==> src/rtl/ir_sir_pkg.sv <==
package ir_sir_pkg;
  localparam int unsigned SLOTS_PER_BIT_DEF = 16;
  localparam int unsigned PULSE_SLOTS_DEF   = 3;
  localparam int unsigned HOLD_SLOTS_DEF    = 16;
  localparam int unsigned SYNC_STAGES_DEF   = 2;
endpackage

==> src/rtl/ir_sir_tx_enc.sv <==
module ir_sir_tx_enc #(
  parameter int unsigned SLOTS = 16,
  parameter int unsigned PULSE = 3
) (
  input  logic clk,
  input  logic rst_n,
  input  logic clr,
  input  logic tick,
  input  logic nrz_i,
  output logic ir_o
);
  localparam int unsigned PW = $clog2(SLOTS);
  localparam logic [PW-1:0] LAST_SLOT = PW'(SLOTS - 1);
  localparam logic [PW-1:0] PULSE_END = PW'(PULSE);

  logic [PW-1:0] next_slot_q;
  logic [PW-1:0] slot;
  logic          last_q;
  logic          pulse_q;
  logic          data_edge;

  // a data transition realigns the bit period to slot 0
  assign data_edge = (nrz_i != last_q);
  assign slot      = data_edge ? '0 : next_slot_q;

  always_ff @(posedge clk or negedge rst_n) begin
    if (!rst_n) begin
      next_slot_q <= '0;
      last_q      <= 1'b1;
      pulse_q     <= 1'b0;
    end else if (clr) begin
      next_slot_q <= '0;
      last_q      <= 1'b1;
      pulse_q     <= 1'b0;
    end else if (tick) begin
      last_q      <= nrz_i;
      next_slot_q <= (slot == LAST_SLOT) ? '0 : slot + 1'b1;
      pulse_q     <= !nrz_i && (slot < PULSE_END);
    end
  end

  assign ir_o = pulse_q;
endmodule

==> src/rtl/ir_sir_rx_front.sv <==
module ir_sir_rx_front #(
  parameter int unsigned STAGES = 2
) (
  input  logic clk,
  input  logic rst_n,
  input  logic rx_i,
  input  logic invert,
  output logic rise_o
);
  logic [STAGES-1:0] sync_q;
  logic              level;
  logic              prev_q;

  for (genvar g = 0; g < STAGES; g++) begin : g_stage
    if (g == 0) begin : g_first
      always_ff @(posedge clk or negedge rst_n) begin
        if (!rst_n) sync_q[g] <= 1'b0;
        else        sync_q[g] <= rx_i;
      end
    end else begin : g_next
      always_ff @(posedge clk or negedge rst_n) begin
        if (!rst_n) sync_q[g] <= 1'b0;
        else        sync_q[g] <= sync_q[g-1];
      end
    end
  end

  assign level = sync_q[STAGES-1] ^ invert;

  always_ff @(posedge clk or negedge rst_n) begin
    if (!rst_n) prev_q <= 1'b0;
    else        prev_q <= level;
  end

  assign rise_o = level & ~prev_q;
endmodule

==> src/rtl/ir_sir_rx_dec.sv <==
module ir_sir_rx_dec #(
  parameter int unsigned HOLD = 16
) (
  input  logic clk,
  input  logic rst_n,
  input  logic clr,
  input  logic tick,
  input  logic rise_i,
  output logic nrz_o
);
  localparam int unsigned CW = $clog2(HOLD + 1);
  localparam logic [CW-1:0] HOLD_LOAD = CW'(HOLD);

  logic [CW-1:0] left_q;
  logic          armed_q;
  logic          go;

  assign go = armed_q | rise_i;

  always_ff @(posedge clk or negedge rst_n) begin
    if (!rst_n) begin
      left_q  <= '0;
      armed_q <= 1'b0;
    end else if (clr) begin
      left_q  <= '0;
      armed_q <= 1'b0;
    end else if (tick) begin
      armed_q <= 1'b0;
      if (go)                left_q <= HOLD_LOAD;
      else if (left_q != '0) left_q <= left_q - 1'b1;
    end else if (rise_i) begin
      armed_q <= 1'b1;
    end
  end

  assign nrz_o = (left_q == '0);
endmodule

==> src/rtl/ir_sir_codec.sv <==
module ir_sir_codec
  import ir_sir_pkg::*;
#(
  parameter int unsigned SLOTS_PER_BIT = SLOTS_PER_BIT_DEF,
  parameter int unsigned PULSE_SLOTS   = PULSE_SLOTS_DEF,
  parameter int unsigned HOLD_SLOTS    = HOLD_SLOTS_DEF,
  parameter int unsigned SYNC_STAGES   = SYNC_STAGES_DEF
) (
  input  logic clk,
  input  logic rst_n,
  input  logic tick16,
  input  logic ir_en,
  input  logic rx_invert,
  input  logic tx_nrz_i,
  output logic tx_ir_o,
  input  logic rx_ir_i,
  output logic rx_nrz_o
);
  logic enc_ir;
  logic rx_rise;
  logic dec_nrz;
  logic coder_off;

  assign coder_off = ~ir_en;

  ir_sir_tx_enc #(
    .SLOTS (SLOTS_PER_BIT),
    .PULSE (PULSE_SLOTS)
  ) u_enc (
    .clk   (clk),
    .rst_n (rst_n),
    .clr   (coder_off),
    .tick  (tick16),
    .nrz_i (tx_nrz_i),
    .ir_o  (enc_ir)
  );

  ir_sir_rx_front #(
    .STAGES (SYNC_STAGES)
  ) u_front (
    .clk    (clk),
    .rst_n  (rst_n),
    .rx_i   (rx_ir_i),
    .invert (rx_invert),
    .rise_o (rx_rise)
  );

  ir_sir_rx_dec #(
    .HOLD (HOLD_SLOTS)
  ) u_dec (
    .clk    (clk),
    .rst_n  (rst_n),
    .clr    (coder_off),
    .tick   (tick16),
    .rise_i (rx_rise),
    .nrz_o  (dec_nrz)
  );

  assign tx_ir_o  = ir_en ? enc_ir  : tx_nrz_i;
  assign rx_nrz_o = ir_en ? dec_nrz : rx_ir_i;
endmodule

==> config.mk <==
export PLATFORM = sky130hd
export DESIGN_NAME = ir_sir_codec
export DESIGN_NICKNAME = d
export VERILOG_FILES = /design/src/rtl/ir_sir_pkg.sv /design/src/rtl/ir_sir_tx_enc.sv /design/src/rtl/ir_sir_rx_front.sv /design/src/rtl/ir_sir_rx_dec.sv /design/src/rtl/ir_sir_codec.sv
export SDC_FILE = /design/constraint.sdc
export NUM_CORES = 1
export LEC_CHECK = 0
export ABC_AREA = 1
export CORE_MARGIN = 10
export CORE_UTILIZATION = 38
export DETAILED_ROUTE_END_ITERATION = 10
export PLACE_DENSITY = 0.66
export SLEW_MARGIN = 20
export SYNTH_ARGS = -nofsm -noshare
export SYNTH_HDL_FRONTEND = slang
export SYNTH_SLANG_ARGS = --single-unit
==> constraint.sdc <==
create_clock -name clk -period 1.6 [get_ports clk]
set_input_delay 0.16 -clock clk [delete_from_list [all_inputs] [get_ports clk]]
set_output_delay 0.16 -clock clk [all_outputs]
set_load 0.01 [all_outputs]
==> results.sh <==
export IMPL_status="completed"
export IMPL_dominantRegCellSynth="dfrtp_1"
export IMPL_cts_sinks=15
export IMPL_fin_ws_ns=0.1705
export IMPL_port_buffers=8
export IMPL_insertion_delay_ns=0.28
export IMPL_r2r_end="u_enc.next_slot_q[3]$_DFFE_PN0N_"
export IMPL_slew_violations=0
export IMPL_initial_core_util_pct=38.98
export IMPL_antenna_cells=0
export IMPL_cts_tree="built"
export IMPL_drive_above_1_share_pct=18.05
export IMPL_clock_skew_ns=0.007540
export IMPL_cts_setup_buffers=0
export IMPL_placementRows=17
export IMPL_fillers=220
export IMPL_relSlewSlack_pct=78.23
export IMPL_drt_first_pass_iters=4
export IMPL_syn_area_per_cell_sq_um=7.552
export IMPL_seq_area_sq_um=376.6
export IMPL_ir_drop_v=0.0007839
export IMPL_critical_path_max_stage_delay_ns=0.41
export IMPL_worst_path_max_fanout=3
export IMPL_r2r_start="u_enc.last_q$_DFFE_PN1N_"
export IMPL_ys_types=20
export IMPL_synth_seq_cells=15
export IMPL_worstPathCellList="inv_1, ha_2, nand4_4, nand2_1, clkbuf_2"
export IMPL_critPathArrivalTime_ns=1.27
export IMPL_switchingPower_w=0.0004575
export IMPL_critPathLaunchType="flip-flop"
export IMPL_period_minus_slack_ns=1.430
export IMPL_htree_levels=1
export IMPL_grt_use_total_pct=8.941
export IMPL_cts_root_buf="clkbuf_4"
export IMPL_syn_nets=121
export IMPL_nNetsFinal=143
export IMPL_final_common_cell="nand2_1"
export IMPL_critical_path_slowest_cell="dfrtp_1"
export IMPL_cts_hold_buf=0
export IMPL_finalCritPeriodShare_pct=89.34
export IMPL_cpLargestDelayFamily="flip-flops"
export IMPL_path_class="flip-flop to output port"
export IMPL_drc=0
export IMPL_combPwrFrac_pct=43.3
export IMPL_synth_edff_count=0
export IMPL_met2_length_um=794
export IMPL_cts_inserted_buffers=3
export IMPL_fp_dieH_um=67.18
export IMPL_synthCells=112
export IMPL_met1_length_um=883
export IMPL_grt_pass1_vias=733
export IMPL_fin_cells=161
export IMPL_timing_setup_tns_ns=0
export IMPL_coreArea_sq_um=2170
export IMPL_end_kind="output port"
export IMPL_maxCapViolCount=0
export IMPL_highest_signal_layer="met4"
export IMPL_p_int_w=0.0007865
export IMPL_via_count=743
export IMPL_switching_share_pct=36.77
export IMPL_clockBufferDepth=2
export IMPL_rrSetupSlack_ns=0.19
export IMPL_p_leak_nw=0.5650
export IMPL_fmax_mhz=699.5
export IMPL_gp_congestion=0.8631
export IMPL_dpl_cell_count=157
export IMPL_multi_input_area_sq_um=405.4
export IMPL_die_x_um=67.18
export IMPL_synthArstFlopShare_pct=100.0
export IMPL_critPathBufInv=2
export IMPL_cp_data_required_time_ns=1.44
export IMPL_syn_cell_area_sq_um=845.8
export IMPL_hpwl_um=1384
export IMPL_route_met3_wl_um=76
export IMPL_r2r_cells=8
export IMPL_io_pins=9
export IMPL_worstMarginPinSlew_ns=0.3266
export IMPL_grt_ovfl_total=0
export IMPL_yosysWarnings=0
export IMPL_power_density_nw_per_um2=1175
export IMPL_fp_dieArea_sq_um=4513
export IMPL_post_drt_wl_per_cell_um=10.97
export IMPL_antenna_left=0
export IMPL_synthToLayoutAreaGrowth_pct=25.15
export IMPL_p_clk_share_pct=16.9
export IMPL_grt_first_pass_wirelength_um=3160
export IMPL_cts_clk_slew_worst_paths_ns=0.09
export IMPL_via_per_inst=4.615
export IMPL_rsz0062_at_grt="no"
export IMPL_seqPwrFrac_pct=39.8
export IMPL_hold_path_class="input port to async pin"
export IMPL_final_setup_viol_count=0
export IMPL_hold_violations=0
export IMPL_hold_ws_ns=0.1929
export IMPL_wl_um=1766
export IMPL_antenna_found_initial=0
export IMPL_yosysSeqAreaShare_pct=44.53
export IMPL_pre_cts_slack_ns=-0.1926
export IMPL_drtIter0Drc=27
export IMPL_most_common_layout_cells="nand2_1, inv_1, dfrtp_1"
export IMPL_grt_max_degree=16
[power by group through the flow]
stage | clock (W) | combinational [W] | sequential, W
floorplan | 0 | 0.000341 | 0.000493
global placement | 0 | 0.000527 | 0.000498
detailed placement | 0 | 0.000544 | 0.000501
CTS | 0.000223 | 0.000545 | 0.000494
global route | 0.000236 | 0.000616 | 0.000502
finish | 0.000211 | 0.000538 | 0.000495
[synthesized netlist by cell type, types with 2 or more instances]
cell type  instances  share of area [%]
nor2_1            10                4.4
nand2_1           40                 18
o21ai_0            4                2.4
inv_2              2               0.89
nand3_1            8                4.7
nand4_1            3                2.2
ha_1               2                3.0
inv_1             17                7.5
dfrtp_1           14                 41
nor3_1             2                1.2
[flip-flops by register name, indices dropped and copies added (netlist names)]
register           cells
u_front.prev_q         1
u_enc.next_slot_q      4
u_enc.ir_o             1
u_dec.armed_q          1
u_dec.left_q           5
u_front.sync_q         2
u_enc.last_q           1
[routing by layer]
metal  GRT usage [%]  up-vias
met1           11.86      342
met5               0        -
met4           3.846        0
met3           2.810        2
met2           13.03        7
li1                -      392
[what timing repair did]
action | CTS | global route
gates cloned | 0 | 0
gates resized for setup | 3 | 5
setup endpoints to repair | 2 | 3
[stage by stage]
stage          utilization (%)  power (W)  instance area, sq um
6_report                 48.79   0.001244                  1059
4_1_cts                  48.62   0.001262                  1055
2_1_floorplan                -  0.0008341                 845.8
3_3_place_gp             47.40   0.001025                  1028
3_5_place_dp             47.40   0.001045                  1028
5_1_grt                  48.79   0.001355                  1059
[final cells by class]
type | count | share of cell area (%)
tap | 28 | 3.310
sequential | 15 | 35.58
inverter | 19 | 6.738
clock buffer | 4 | 2.482
timing repair buffer | 17 | 13.59
multi-input combinational | 78 | 38.30
[logic make-up (layout without fill, tap and decap cells)]
| family | count (synthesis) | count (layout) | share of synthesized area (%) |
|---|---|---|---|
| DFF | 15 | 15 | 44.53 |
| AOI/OAI and AO/OA | 7 | 7 | 5.622 |
| adders and majority gates | 2 | 2 | 2.958 |
| buffers and inverters | 19 | 40 | 8.432 |
| and+or+nand+nor | 68 | 68 | 37.43 |
| xor gates and xnor gates | 1 | 1 | 1.036 |
[how the worst max path moves through the flow]
stage / start / slack (ns) / depth (start not counted) / endpoint
2_1_floorplan: u_enc.last_q$_DFFE_PN1N_ / 0.20 / 8 / u_enc.next_slot_q[3]$_DFFE_PN0N_
3_3_place_gp: ir_en / -0.14 / 4 / tx_ir_o
3_5_place_dp: ir_en / -0.19 / 4 / tx_ir_o
4_1_cts: tx_nrz_i / 0.01 / 4 / tx_ir_o
5_1_grt: u_enc.last_q$_DFFE_PN1N_ / 0.06 / 8 / u_enc.next_slot_q[3]$_DFFE_PN0N_
6_report: u_dec.left_q[1]$_DFFE_PN0P_ / 0.17 / 5 / rx_nrz_o
No activity file was read; power rests on OpenSTA's default activity.
